==> src/rtl/psimd_pkg.sv <==
package psimd_pkg;

  typedef enum logic [1:0] {
    LANES_8B   = 2'd0,
    LANES_16B  = 2'd1,
    LANES_32B  = 2'd2,
    LANES_32BX = 2'd3
  } lane_mode_e;

  // log2 of slices per lane; code 3 aliases the 32-bit layout
  function automatic logic [1:0] lane_shift(lane_mode_e m);
    case (m)
      LANES_8B:  return 2'd0;
      LANES_16B: return 2'd1;
      default:   return 2'd2;
    endcase
  endfunction

endpackage

==> src/rtl/psimd_lane_map.sv <==
module psimd_lane_map
  import psimd_pkg::*;
#(
  parameter int NUM_SLICES = 8,
  localparam int IDX_W = $clog2(NUM_SLICES)
) (
  input  logic [1:0]            lane_mode_i,
  output logic [1:0]            shift_o,
  output logic [IDX_W-1:0]      span_m1_o,
  output logic [NUM_SLICES-1:0] cut_o
);

  always_comb begin
    shift_o   = lane_shift(lane_mode_e'(lane_mode_i));
    span_m1_o = IDX_W'((32'd1 << shift_o) - 32'd1);
  end

  // slice i starts a new lane when its low index bits are zero
  for (genvar i = 0; i < NUM_SLICES; i++) begin : g_cut
    assign cut_o[i] = ((IDX_W'(i) & span_m1_o) == '0);
  end

endmodule

==> src/rtl/psimd_carry_chain.sv <==
module psimd_carry_chain #(
  parameter int SLICE_W    = 8,
  parameter int NUM_SLICES = 8,
  localparam int DATA_W = SLICE_W * NUM_SLICES
) (
  input  logic [DATA_W-1:0]     a_i,
  input  logic [DATA_W-1:0]     b_i,
  input  logic                  sub_i,
  input  logic [NUM_SLICES-1:0] cut_i,
  output logic [DATA_W-1:0]     sum_o,
  output logic [NUM_SLICES-1:0] cout_o
);

  logic [NUM_SLICES-1:0] cin;

  for (genvar i = 0; i < NUM_SLICES; i++) begin : g_slice
    logic [SLICE_W-1:0] bx;
    logic [SLICE_W:0]   s;

    if (i == 0) begin : g_first
      assign cin[i] = sub_i;
    end else begin : g_link
      // lane start injects the subtract +1, otherwise ripple
      assign cin[i] = cut_i[i] ? sub_i : cout_o[i-1];
    end

    assign bx = b_i[i*SLICE_W +: SLICE_W] ^ {SLICE_W{sub_i}};
    assign s  = {1'b0, a_i[i*SLICE_W +: SLICE_W]} + {1'b0, bx} + {{SLICE_W{1'b0}}, cin[i]};
    assign sum_o[i*SLICE_W +: SLICE_W] = s[SLICE_W-1:0];
    assign cout_o[i] = s[SLICE_W];
  end

endmodule

==> src/rtl/psimd_lane_ctl.sv <==
module psimd_lane_ctl #(
  parameter int SLICE_W    = 8,
  parameter int NUM_SLICES = 8,
  localparam int DATA_W = SLICE_W * NUM_SLICES,
  localparam int IDX_W  = $clog2(NUM_SLICES)
) (
  input  logic [DATA_W-1:0]     a_i,
  input  logic [DATA_W-1:0]     b_i,
  input  logic [DATA_W-1:0]     sum_i,
  input  logic [NUM_SLICES-1:0] cout_i,
  input  logic [1:0]            shift_i,
  input  logic [IDX_W-1:0]      span_m1_i,
  input  logic                  sub_i,
  input  logic                  sat_i,
  input  logic                  signed_i,
  output logic [DATA_W-1:0]     res_o,
  output logic [NUM_SLICES-1:0] ovf_o
);

  // overflow if slice j were the top of its lane
  logic [NUM_SLICES-1:0] top_ovf;
  logic [NUM_SLICES-1:0] top_sa;

  for (genvar j = 0; j < NUM_SLICES; j++) begin : g_top
    logic sa, sb, sr, u_ovf, s_ovf;
    assign sa    = a_i[j*SLICE_W + SLICE_W-1];
    assign sb    = b_i[j*SLICE_W + SLICE_W-1];
    assign sr    = sum_i[j*SLICE_W + SLICE_W-1];
    assign u_ovf = sub_i ? ~cout_i[j] : cout_i[j];
    assign s_ovf = sub_i ? ((sa != sb) && (sr != sa)) : ((sa == sb) && (sr != sa));
    assign top_ovf[j] = signed_i ? s_ovf : u_ovf;
    assign top_sa[j]  = sa;
  end

  for (genvar i = 0; i < NUM_SLICES; i++) begin : g_res
    logic [IDX_W-1:0]   top;
    logic               lane_ovf;
    logic               at_top;
    logic [SLICE_W-1:0] clamp;

    assign top      = IDX_W'(i) | span_m1_i;
    assign lane_ovf = top_ovf[top];
    assign at_top   = (top == IDX_W'(i));

    always_comb begin
      if (!signed_i) begin
        clamp = {SLICE_W{~sub_i}};
      end else if (top_sa[top]) begin
        clamp = at_top ? {1'b1, {(SLICE_W-1){1'b0}}} : '0;
      end else begin
        clamp = at_top ? {1'b0, {(SLICE_W-1){1'b1}}} : '1;
      end
    end

    assign res_o[i*SLICE_W +: SLICE_W] =
      (sat_i && lane_ovf) ? clamp : sum_i[i*SLICE_W +: SLICE_W];
  end

  // pack lane flags from bit 0 upward
  for (genvar k = 0; k < NUM_SLICES; k++) begin : g_flag
    logic [IDX_W:0]   n_lanes;
    logic [IDX_W-1:0] src;
    assign n_lanes  = (IDX_W+1)'(NUM_SLICES) >> shift_i;
    assign src      = IDX_W'(k << shift_i) | span_m1_i;
    assign ovf_o[k] = ((IDX_W+1)'(k) < n_lanes) ? top_ovf[src] : 1'b0;
  end

endmodule

==> src/rtl/psimd_add.sv <==
module psimd_add #(
  parameter int SLICE_W    = 8,
  parameter int NUM_SLICES = 8,
  localparam int DATA_W = SLICE_W * NUM_SLICES,
  localparam int IDX_W  = $clog2(NUM_SLICES)
) (
  input  logic                  clk_i,
  input  logic                  rst_ni,
  input  logic                  in_valid_i,
  input  logic [1:0]            lane_mode_i,
  input  logic                  sub_i,
  input  logic                  sat_i,
  input  logic                  signed_i,
  input  logic [DATA_W-1:0]     a_i,
  input  logic [DATA_W-1:0]     b_i,
  output logic                  out_valid_o,
  output logic [DATA_W-1:0]     result_o,
  output logic [NUM_SLICES-1:0] ovf_o
);

  localparam int HALF_W = DATA_W / 2;
  localparam int HALF_S = NUM_SLICES / 2;

  logic [1:0]            shift;
  logic [IDX_W-1:0]      span_m1;
  logic [NUM_SLICES-1:0] cut;
  logic [DATA_W-1:0]     sum;
  logic [NUM_SLICES-1:0] cout;
  logic [DATA_W-1:0]     res_d;
  logic [NUM_SLICES-1:0] ovf_d;

  psimd_lane_map #(.NUM_SLICES(NUM_SLICES)) u_map (
    .lane_mode_i(lane_mode_i),
    .shift_o    (shift),
    .span_m1_o  (span_m1),
    .cut_o      (cut)
  );

  psimd_carry_chain #(.SLICE_W(SLICE_W), .NUM_SLICES(NUM_SLICES)) u_chain (
    .a_i   (a_i),
    .b_i   (b_i),
    .sub_i (sub_i),
    .cut_i (cut),
    .sum_o (sum),
    .cout_o(cout)
  );

  psimd_lane_ctl #(.SLICE_W(SLICE_W), .NUM_SLICES(NUM_SLICES)) u_ctl (
    .a_i      (a_i),
    .b_i      (b_i),
    .sum_i    (sum),
    .cout_i   (cout),
    .shift_i  (shift),
    .span_m1_i(span_m1),
    .sub_i    (sub_i),
    .sat_i    (sat_i),
    .signed_i (signed_i),
    .res_o    (res_d),
    .ovf_o    (ovf_d)
  );

  always_ff @(posedge clk_i or negedge rst_ni) begin
    if (!rst_ni) begin
      out_valid_o <= 1'b0;
      result_o    <= '0;
      ovf_o       <= '0;
    end else begin
      out_valid_o <= in_valid_i;
      if (in_valid_i) begin
        result_o <= res_d;
        ovf_o    <= ovf_d;
      end
    end
  end

  AST_OUT_VALID_RISE: assert property (@(posedge clk_i) disable iff (!rst_ni)
    in_valid_i |=> out_valid_o);
  AST_OUT_VALID_DROP: assert property (@(posedge clk_i) disable iff (!rst_ni)
    !in_valid_i |=> !out_valid_o);
  AST_HOLD_IDLE: assert property (@(posedge clk_i) disable iff (!rst_ni)
    !in_valid_i |=> ($stable(result_o) && $stable(ovf_o)));
  AST_WRAP_LANE0: assert property (@(posedge clk_i) disable iff (!rst_ni)
    (in_valid_i && lane_mode_i == 2'd0 && !sat_i && !sub_i)
    |=> result_o[SLICE_W-1:0] == $past(SLICE_W'(a_i[SLICE_W-1:0] + b_i[SLICE_W-1:0])));
  AST_USUB_FLOOR: assert property (@(posedge clk_i) disable iff (!rst_ni)
    (in_valid_i && lane_mode_i == 2'd0 && sat_i && !signed_i && sub_i &&
     (a_i[SLICE_W-1:0] < b_i[SLICE_W-1:0]))
    |=> (result_o[SLICE_W-1:0] == '0) && ovf_o[0]);
  AST_MIXED_SIGN_ADD: assert property (@(posedge clk_i) disable iff (!rst_ni)
    (in_valid_i && lane_mode_i == 2'd0 && signed_i && !sub_i &&
     (a_i[SLICE_W-1] != b_i[SLICE_W-1]))
    |=> !ovf_o[0]);
  AST_UPPER_LANE_ISOLATED: assert property (@(posedge clk_i) disable iff (!rst_ni)
    (in_valid_i && lane_mode_i[1] && !sat_i && !sub_i)
    |=> result_o[DATA_W-1:HALF_W] == $past(HALF_W'(a_i[DATA_W-1:HALF_W] + b_i[DATA_W-1:HALF_W])));
  AST_WIDE_FLAGS_CLEAR: assert property (@(posedge clk_i) disable iff (!rst_ni)
    (in_valid_i && lane_mode_i != 2'd0)
    |=> ovf_o[NUM_SLICES-1:HALF_S] == '0);

endmodule

==> config.mk <==
export PLATFORM = sky130hd
export DESIGN_NAME = psimd_add
export DESIGN_NICKNAME = d
export VERILOG_FILES = /design/src/rtl/psimd_pkg.sv /design/src/rtl/psimd_lane_map.sv /design/src/rtl/psimd_carry_chain.sv /design/src/rtl/psimd_lane_ctl.sv /design/src/rtl/psimd_add.sv
export SDC_FILE = /design/constraint.sdc
export NUM_CORES = 1
export LEC_CHECK = 0
export BUFFER_PORTS_ARGS = -buffer_cell sky130_fd_sc_hd__buf_2
export CORE_MARGIN = 3
export CORE_UTILIZATION = 48
export CTS_CLUSTER_SIZE = 28
export DETAILED_ROUTE_END_ITERATION = 12
export PLACE_DENSITY_LB_ADDON = 0.15
export SYNTH_ARGS = -nofsm -noshare
export SYNTH_HDL_FRONTEND = slang
export SYNTH_SLANG_ARGS = --single-unit
==> constraint.sdc <==
create_clock -name clk_i -period 0.8 [get_ports clk_i]
set_input_delay 0.12 -clock clk_i [delete_from_list [all_inputs] [get_ports clk_i]]
set_output_delay 0.12 -clock clk_i [all_outputs]
set_load 0.01 [all_outputs]
# After elaboration in Yosys (flattened, before gate mapping)
# Index checks and enable logic that the tools add are counted.
[op_classes] n_reduce_logical=35 div_mod_pow=0 n_shift=9 mul=0 n_eq_ne=25 mux=122 order_cmp=23 add_sub_neg=17 n_bitwise=25
[ops] operator="8-bit two-way mux" n=38
[ops] operator="8-bit by 8-bit adder with 9-bit output" n=8
[ops] operator="9-bit by 1-bit adder with 9-bit output" n=8
[ops] operator="1-bit two-way mux" n=67
[ops] operator="8-bit bitwise XOR" n=8
[ops] operator="3-bit by 4-bit less-than comparator with 1-bit output (second input constant)" n=15
[ops] operator="1-bit binary-select mux with 3-bit select" n=10
[ops] operator="1-bit logical AND" n=24
[ops] operator="3-bit OR" n=8
[ops] operator="3-bit zero test" n=7
[ops] operator="3-bit by 4-bit less-than comparator with 1-bit output (first input constant)" n=4
[ops] operator="1-bit inequality test" n=16
[ops] operator="1-bit binary-select mux with 2-bit select" n=6
[ops] operator="3-bit by 2-bit left shift with 3-bit output (first input constant)" n=4
[ops] operator="1-bit NOT" n=9
[ops] operator="1-bit == test" n=8
[ops] operator="2-bit zero test" n=4
[ops] operator="1-bit by 4-bit less-than comparator with 1-bit output (first input constant)" n=2
[ops] operator="2-bit by 4-bit less-than comparator with 1-bit output (first input constant)" n=2
[ops] operator="1-bit by 2-bit left shift with 3-bit output (first input constant)" n=2
[ops] operator="2-bit by 2-bit left shift with 3-bit output (first input constant)" n=2
[ops] operator="2-bit one-hot mux with 2 select lines" n=1
[ops] operator="4-bit by 2-bit >> shifter with 4-bit output (first input constant)" n=1
[ops] operator="3-bit by 1-bit subtractor with 3-bit output (second input constant)" n=1
[ops] operator="2-bit by 1-bit == test with 1-bit output (second input constant)" n=1
[word_totals] latchBits=0 reg_bits=73 ram_bits=0 output_inout_bits=73 input_bits=136 elab_cells=259 n_memories=0 romBits=0

# Longest topological paths before layout
[depth] word_depth=27 depth_mapped=36 ltp_nobuf=32

# By module
# Synthesis repeated with hierarchy kept, for this count alone.
[hier_totals] cells_unflattened=855 hier_area_um2=8436.8
[modules_own_cells] mod="psimd_carry_chain" cells_each=404 seq_area_each_um2=0.0 n_inst=1 area_each_um2=3229.3
[modules_own_cells] mod="psimd_add" cells_each=153 seq_area_each_um2=1826.8 n_inst=1 area_each_um2=3051.7
[modules_own_cells] mod="psimd_lane_ctl" cells_each=283 seq_area_each_um2=0.0 n_inst=1 area_each_um2=2064.5
[modules_own_cells] mod="psimd_lane_map" cells_each=15 seq_area_each_um2=0.0 n_inst=1 area_each_um2=91.3

# Worst setup path before layout
# Ideal clock, no wire load.
[synth_timing] path_kind="input to register" from="in sub_i" to="reg result_o[6]" setup_slack_ps=-6932 t_required_ps=674 setup_time_ps=126 arrival_time_ps=7606 stages=35 n_path_buf=4 cell_sequence="buf_4 > buf_4 > buf_1 > buf_1 > xor2_1 > ha_1 > o21a_1 > o31a_4 > o311a_1 > o31ai_1 > fa_1 > fa_1 > inv_1 > a21o_1 > a41o_1 > o41ai_1 > nor2_1 > a21oi_1 > fa_1 > fa_1 > nand2b_1 > a21boi_0 > o21ai_0 > a21oi_1 > o21ai_0 > fa_1 > fa_1 > nor2b_1 > o21ai_0 > a21oi_1 > nor3_1 > o31ai_1 > o32a_4 > a21oi_2 > a221o_1"
[synth_via] elab_chain_len=25 word_cells_on_any_way=93 cone_classes="add/sub: 16; eq/ne: 8; mux: 35; bitwise: 17; reduce/logical: 17"
[synth_lines] element="from (decl)" line_no="psimd_add.sv:11" rtl="input logic sub_i,"
[synth_lines] element="8-bit bitwise XOR" line_no="psimd_carry_chain.sv:27" rtl="assign bx = b_i[i*SLICE_W +: SLICE_W] ^ {SLICE_W{sub_i}};"
[synth_lines] element="8-bit by 8-bit adder with 9-bit output" line_no="psimd_carry_chain.sv:28" rtl="assign s = {1'b0, a_i[i*SLICE_W +: SLICE_W]} + {1'b0, bx} + {{SLICE_W{1'b0}}, cin[i]};"
[synth_lines] element="9-bit by 1-bit adder with 9-bit output" line_no="psimd_carry_chain.sv:28"
[synth_lines] element="1-bit two-way mux" line_no="psimd_carry_chain.sv:24" rtl="assign cin[i] = cut_i[i] ? sub_i : cout_o[i-1];"
[synth_lines] element="9-bit by 1-bit adder with 9-bit output" line_no="psimd_carry_chain.sv:28"
[synth_lines] element="1-bit two-way mux" line_no="psimd_carry_chain.sv:24"
[synth_lines] element="9-bit by 1-bit adder with 9-bit output" line_no="psimd_carry_chain.sv:28"
[synth_lines] element="1-bit two-way mux" line_no="psimd_carry_chain.sv:24"
[synth_lines] element="[9 not listed]"
[synth_lines] element="1-bit inequality test" line_no="psimd_lane_ctl.sv:30" rtl="assign s_ovf = sub_i ? ((sa != sb) && (sr != sa)) : ((sa == sb) && (sr != sa));"
[synth_lines] element="1-bit logical AND" line_no="psimd_lane_ctl.sv:30"
[synth_lines] element="1-bit two-way mux" line_no="psimd_lane_ctl.sv:30"
[synth_lines] element="1-bit two-way mux" line_no="psimd_lane_ctl.sv:31" rtl="assign top_ovf[j] = signed_i ? s_ovf : u_ovf;"
[synth_lines] element="1-bit binary-select mux with 3-bit select" line_no="psimd_lane_ctl.sv:42" rtl="assign lane_ovf = top_ovf[top];"
[synth_lines] element="1-bit two-way mux (implied by the code)" line_no="psimd_lane_ctl.sv:42"
[synth_lines] element="1-bit logical AND" line_no="psimd_lane_ctl.sv:56" rtl="(sat_i && lane_ovf) ? clamp : sum_i[i*SLICE_W +: SLICE_W];"
[synth_lines] element="8-bit two-way mux (*)" line_no="psimd_lane_ctl.sv:56"
[synth_lines] element="to (signal assigned)" line_no="psimd_add.sv:70" rtl="result_o <= res_d;"
[synth_lines] element="to (decl)" line_no="psimd_add.sv:17" rtl="output logic [DATA_W-1:0] result_o,"
# Every way passes the cells marked *; elsewhere a longest branch is shown, timed or not. The select of a mux whose other input is x is not followed.
# A chain may end at the register's enable or synchronous reset.

# Worst setup path in the final report
[layout_timing] from="in sub_i" to="reg result_o[32]"
[layout_via] elab_chain_len=25 word_cells_on_any_way=65 cone_classes="add/sub: 16; eq/ne: 4; mux: 23; bitwise: 13; reduce/logical: 9"
[layout_lines] element="8-bit bitwise XOR" line_no="psimd_carry_chain.sv:27"
[layout_lines] element="8-bit by 8-bit adder with 9-bit output" line_no="psimd_carry_chain.sv:28"
[layout_lines] element="9-bit by 1-bit adder with 9-bit output" line_no="psimd_carry_chain.sv:28"
[layout_lines] element="1-bit two-way mux" line_no="psimd_carry_chain.sv:24"
[layout_lines] element="9-bit by 1-bit adder with 9-bit output" line_no="psimd_carry_chain.sv:28"
[layout_lines] element="1-bit two-way mux" line_no="psimd_carry_chain.sv:24"
[layout_lines] element="9-bit by 1-bit adder with 9-bit output" line_no="psimd_carry_chain.sv:28"
[layout_lines] element="1-bit two-way mux" line_no="psimd_carry_chain.sv:24"
[layout_lines] element="[9 not listed]"
[layout_lines] element="1-bit inequality test" line_no="psimd_lane_ctl.sv:30"
[layout_lines] element="1-bit logical AND" line_no="psimd_lane_ctl.sv:30"
[layout_lines] element="1-bit two-way mux" line_no="psimd_lane_ctl.sv:30"
[layout_lines] element="1-bit two-way mux" line_no="psimd_lane_ctl.sv:31"
[layout_lines] element="1-bit binary-select mux with 2-bit select" line_no="psimd_lane_ctl.sv:42"
[layout_lines] element="1-bit two-way mux (implied by the code)" line_no="psimd_lane_ctl.sv:42"
[layout_lines] element="1-bit logical AND" line_no="psimd_lane_ctl.sv:56"
[layout_lines] element="8-bit two-way mux (*)" line_no="psimd_lane_ctl.sv:56"
# Marked as above.

==> qor_table.md <==
| Item | Reported |
| --- | --- |
| Syn Nets | 1048 |
| Number of clock buffers inserted by TritonCTS | 9 |
| Fraction of power consumed by combinational cells | 0.599 |
| Share of synthesized area occupied by flip-flops and latches | 0.249 |
| Critical path class | in -> reg |
| Worst reg2reg path depth | 2 |
| Die ar. | 0.0168 mm² |
| Row count | 44 |
| Synthesized-area fraction occupied by adder cells | 0.136 |
| Worst-case headroom to the max-slew limit | 0.519 |
| Residual DRC count | 0 |
| EDFF count, synth | 0 |
| Library cell contributing the largest single delay on the critical path | fa_2 |
| Ratio of final minimum period to clock period | 8.47 |
| I/O Buffers | 208 |
| First-pass GRT wire length | 46000 µm |
| Detailed-route wire length | 31700 µm |
| CP required | 1020 ps |
| Register-to-Register Setup Slack | -250 ps |
| Number of nets still failing antenna checks after routing | 0 |
| Ys async rst share | 1.00 |
| Pin count of the biggest net entering global routing | 44 |
| Cell types with the largest area share after synthesis | dfrtp_1 (25%), ha_1 (9.5%), xor2_1 (8.2%) |
| Launching point of the worst reg2reg path | result_o[32]$_DFFE_PN0P_ |
| Area fraction in compound gates after synthesis | 0.274 |
| Number of distinct library cells after synthesis | 77 |
| Count of final setup violators | 145 |
| Synthesis Warnings | 0 |
| Static leakage | 6.32 nW |
| Synthesized instance count | 841 |
| Aggregate global-route resource usage | 0.344 |
| Peak per-stage delay on the critical path | 400 ps |
| Core region area | 0.0148 mm² |
| Switching power total | 9.41 mW |
| Antenna violations before repair | 1 |
| Violations in the final reports | negative setup slack |
| FILL cells | 712 |
| Post-layout min period | 6770 ps |
| Via/cell ratio | 6.00 |
| Clock share of power | 0.186 |
| Top Ports | 209 |
| Standard cell area after detailed placement | 0.0106 mm² |
| Max capacitance violation total | 0 |
| Result of the run | finished, violations left |
| Synthesis-to-layout area growth | 74.0% |
| Estimated wirelength of the detail-placed design | 18600 µm |
| Fmax achieved | 148 MHz |
| Number of sinks on the clock net | 73 |
| Proportion of power drawn by flip-flops and latches | 0.216 |
| Total negative slack | -425870 ps |
| Most frequent cell on the critical path | fa_2 |
| Setup crit start kind | input pin |
| Starting Density | 0.498 |
| Transition at the pin with the smallest max-transition slack | 721 ps |
| Number of vias after detailed routing | 9414 |
| Sw frac | 0.377 |
| Number of flip-flops and latches in the synthesized netlist | 73 |
| Signal arrival time at the worst endpoint | 6990 ps |
| Clock edge transition at the registers on the reported setup and hold paths | 60 ps |
| Mapped Area | 0.00735 mm² |
| H-tree level count | 3 |
| Unrepaired setup endpoints after global routing | true |
| Most instantiated flip-flop cell in the synthesis netlist | dfrtp_1 |
| Final critical-path setup slack | -5970 ps |
| Setup crit end kind | flip-flop |
| Sequential standard cell area | 0.00183 mm² |
| Final RePlAce weighted congestion | 0.923 |
| Per-instance average area after synthesis | 8.74 µm² |
| Highest ir drop seen on vdd | 1230 µV |
| Worst clock skew on the final layout | 0 ps |
| Basic-gate share of the synthesized area counting and, or, nand and nor cells | 0.147 |
| Number of detailed-routing iterations run before antenna repair | 8 |
| Clock latency on the worst-skew pair | 360 ps |
| Clock Root Buffer | clkbuf_16 |
| Beginning of the critical path | sub_i |
| Final layout net count | 1585 |
| Chip Height | 130 µm |
| Clock buffer depth | 2 |
| Final Slew Violations | 0 |
| Pwr dens | 1950 mW/mm² |
| Drt initial violations | 1024 |
| Xor and xnor fraction of the mapped netlist area | 0.123 |
| Final Hold Vio Count | 0 |
| Proportion of layout cells with a drive suffix above 1 | 0.521 |
| Share of the synthesized area in the top cell type | 0.249 |
| Worst r2r dst | result_o[32]$_DFFE_PN0P_ |
| GRT Residual Overflow | 0 |
| Multi-input gate area | 0.00594 mm² |
| Buf+Inv Stages, Crit Path | 1 |
| Final cell area excluding filler cells | 0.0128 mm² |
| Worst-path fanout max | 7 |
| Worst hold-check path type | in -> async |
| Die extent in x | 130 µm |
| Fraction of synthesized area in multiplexers | 0.0225 |
| Internal power | 15.5 mW |
| Commonest cells in the netlist | dfrtp_1 (73), nor2_1 (69), xor2_1 (69) |
| Overall power of the completed layout | 25.0 mW |
| Cell type with the largest total area after synthesis | dfrtp_1 |
| Average wire per cell in the routed design | 20.2 µm |
| Vias in the first global route | 9359 |
| Clock tree from TritonCTS | built |
| Finished Core Util | 0.866 |
| Most numerous cell in the Yosys netlist | dfrtp_1 |
| Largest family of logic cells by synthesized area | compound AO/OA/AOI/OAI gates |
| Kind of cell adding the most delay to the critical path | compound AO/OA/AOI/OAI gates |
-- registers in the layout, indices dropped and copies added, names as in the netlist --
register / count
out_valid_o: 1
ovf_o: 8
result_o: 64
-- cell type report --
cell class | count | share of cell area
clock buffer | 9 | 0.0176
tap | 184 | 0.0180
timing repair buffer | 559 | 0.331
clock inverter | 7 | 0.00793
multi-input combinational | 677 | 0.465
inverter | 58 | 0.0170
antenna | 1 | 0.000196
sequential | 73 | 0.143
-- metal layers --
layer / global-route usage / wire length [µm] / up-vias
li1: - / - / 4171
met1: 0.393 / 11800 / 4499
met2: 0.614 / 15900 / 592
met3: 0.0630 / 2390 / 150
met4: 0.175 / 1650 / 2
met5: 0 / 11 / -
-- through the flow --
stage	std cells	worst slack, ps	hold slack [ps]
after floorplan	841	-5960	-176
after global placement	1454	-6030	-26.9
after detailed placement	1454	-6270	-27.2
after CTS	1562	-5570	158
after global routing	1567	-6180	155
final	1568	-5970	153
-- power groups by stage --
| stage | clock network, mW | registers [mW] | logic (mW) |
|---|---|---|---|
| global route | 4.77 | 5.44 | 16.0 |
| finish | 4.63 | 5.38 | 14.9 |
| global placement | 0 | 5.24 | 10.6 |
| CTS | 4.58 | 5.28 | 13.6 |
| detailed placement | 0 | 5.24 | 10.8 |
| floorplan | 0 | 5.64 | 5.36 |
-- how the worst max path moves through the flow --
stage	to	slack [ps]	depth (start not counted)
2_1_floorplan	result_o[4]$_DFFE_PN0P_	-5960	35
3_3_place_gp	result_o[52]$_DFFE_PN0P_	-6030	32
3_5_place_dp	result_o[49]$_DFFE_PN0P_	-6270	32
4_1_cts	result_o[34]$_DFFE_PN0P_	-5570	33
5_1_grt	result_o[32]$_DFFE_PN0P_	-6180	33
6_report	result_o[32]$_DFFE_PN0P_	-5970	33
-- repair_timing --
action / CTS / global route
endpoints found under the hold margin: 73 / 0
hold buffers: 1 / 0
pin swaps: 47 / 40
gates cloned: 2 / 0
gates resized for setup: 178 / 79
endpoints found under the setup margin: 145 / 145
setup buffers: 92 / 56
-- logic make-up (layout without fill, tap and decap cells) --
logic type               Yosys count  in the layout
AO/OA/AOI/OAI                    272            272
other                              0              1
buffers and inverters             91            633
XOR/XNOR                         102            102
multiplexers                      16             16
adder cells (fa/ha/maj)           71             71
flip-flops                        73             73
AND/OR/NAND/NOR                  216            216
-- worst register-to-register path: cells and delay by family (launching register included) --
kind	cells	cell delay [ps]
AOI/OAI and AO/OA	1	380
DFF	1	400
buffers and inverters	1	150
-- layout by cell type, fill, tap and decap left out, types with 5 or more instances in the layout --
cell	synthesis	routed
nand4_1	5	5
nor2_2	0	5
o221ai_2	0	10
o211ai_1	5	5
buf_6	1	83
o21a_1	13	13
mux2i_1	12	7
a31oi_1	5	5
a21oi_2	3	13
a211oi_1	11	8
a21oi_4	0	6
buf_2	0	164
nor2_1	69	63
dfrtp_1	73	73
o21ai_0	39	28
a21o_1	15	12
o31a_1	5	5
nor3_1	9	6
xor2_2	1	5
fa_2	0	15
o21ai_2	0	9
ha_1	56	54
o22a_1	10	10
o221ai_1	15	5
buf_12	0	9
xnor2_1	32	29
nand2_1	49	42
o211a_1	7	5
buf_4	2	299
nand3_1	15	14
o21ai_1	5	6
inv_1	56	55
a21oi_1	58	42
nand2b_1	14	12
xor2_1	69	64
clkbuf_16	0	9
a221o_1	30	30
nor2b_1	20	15
Power figures use the tool's default switching activity.
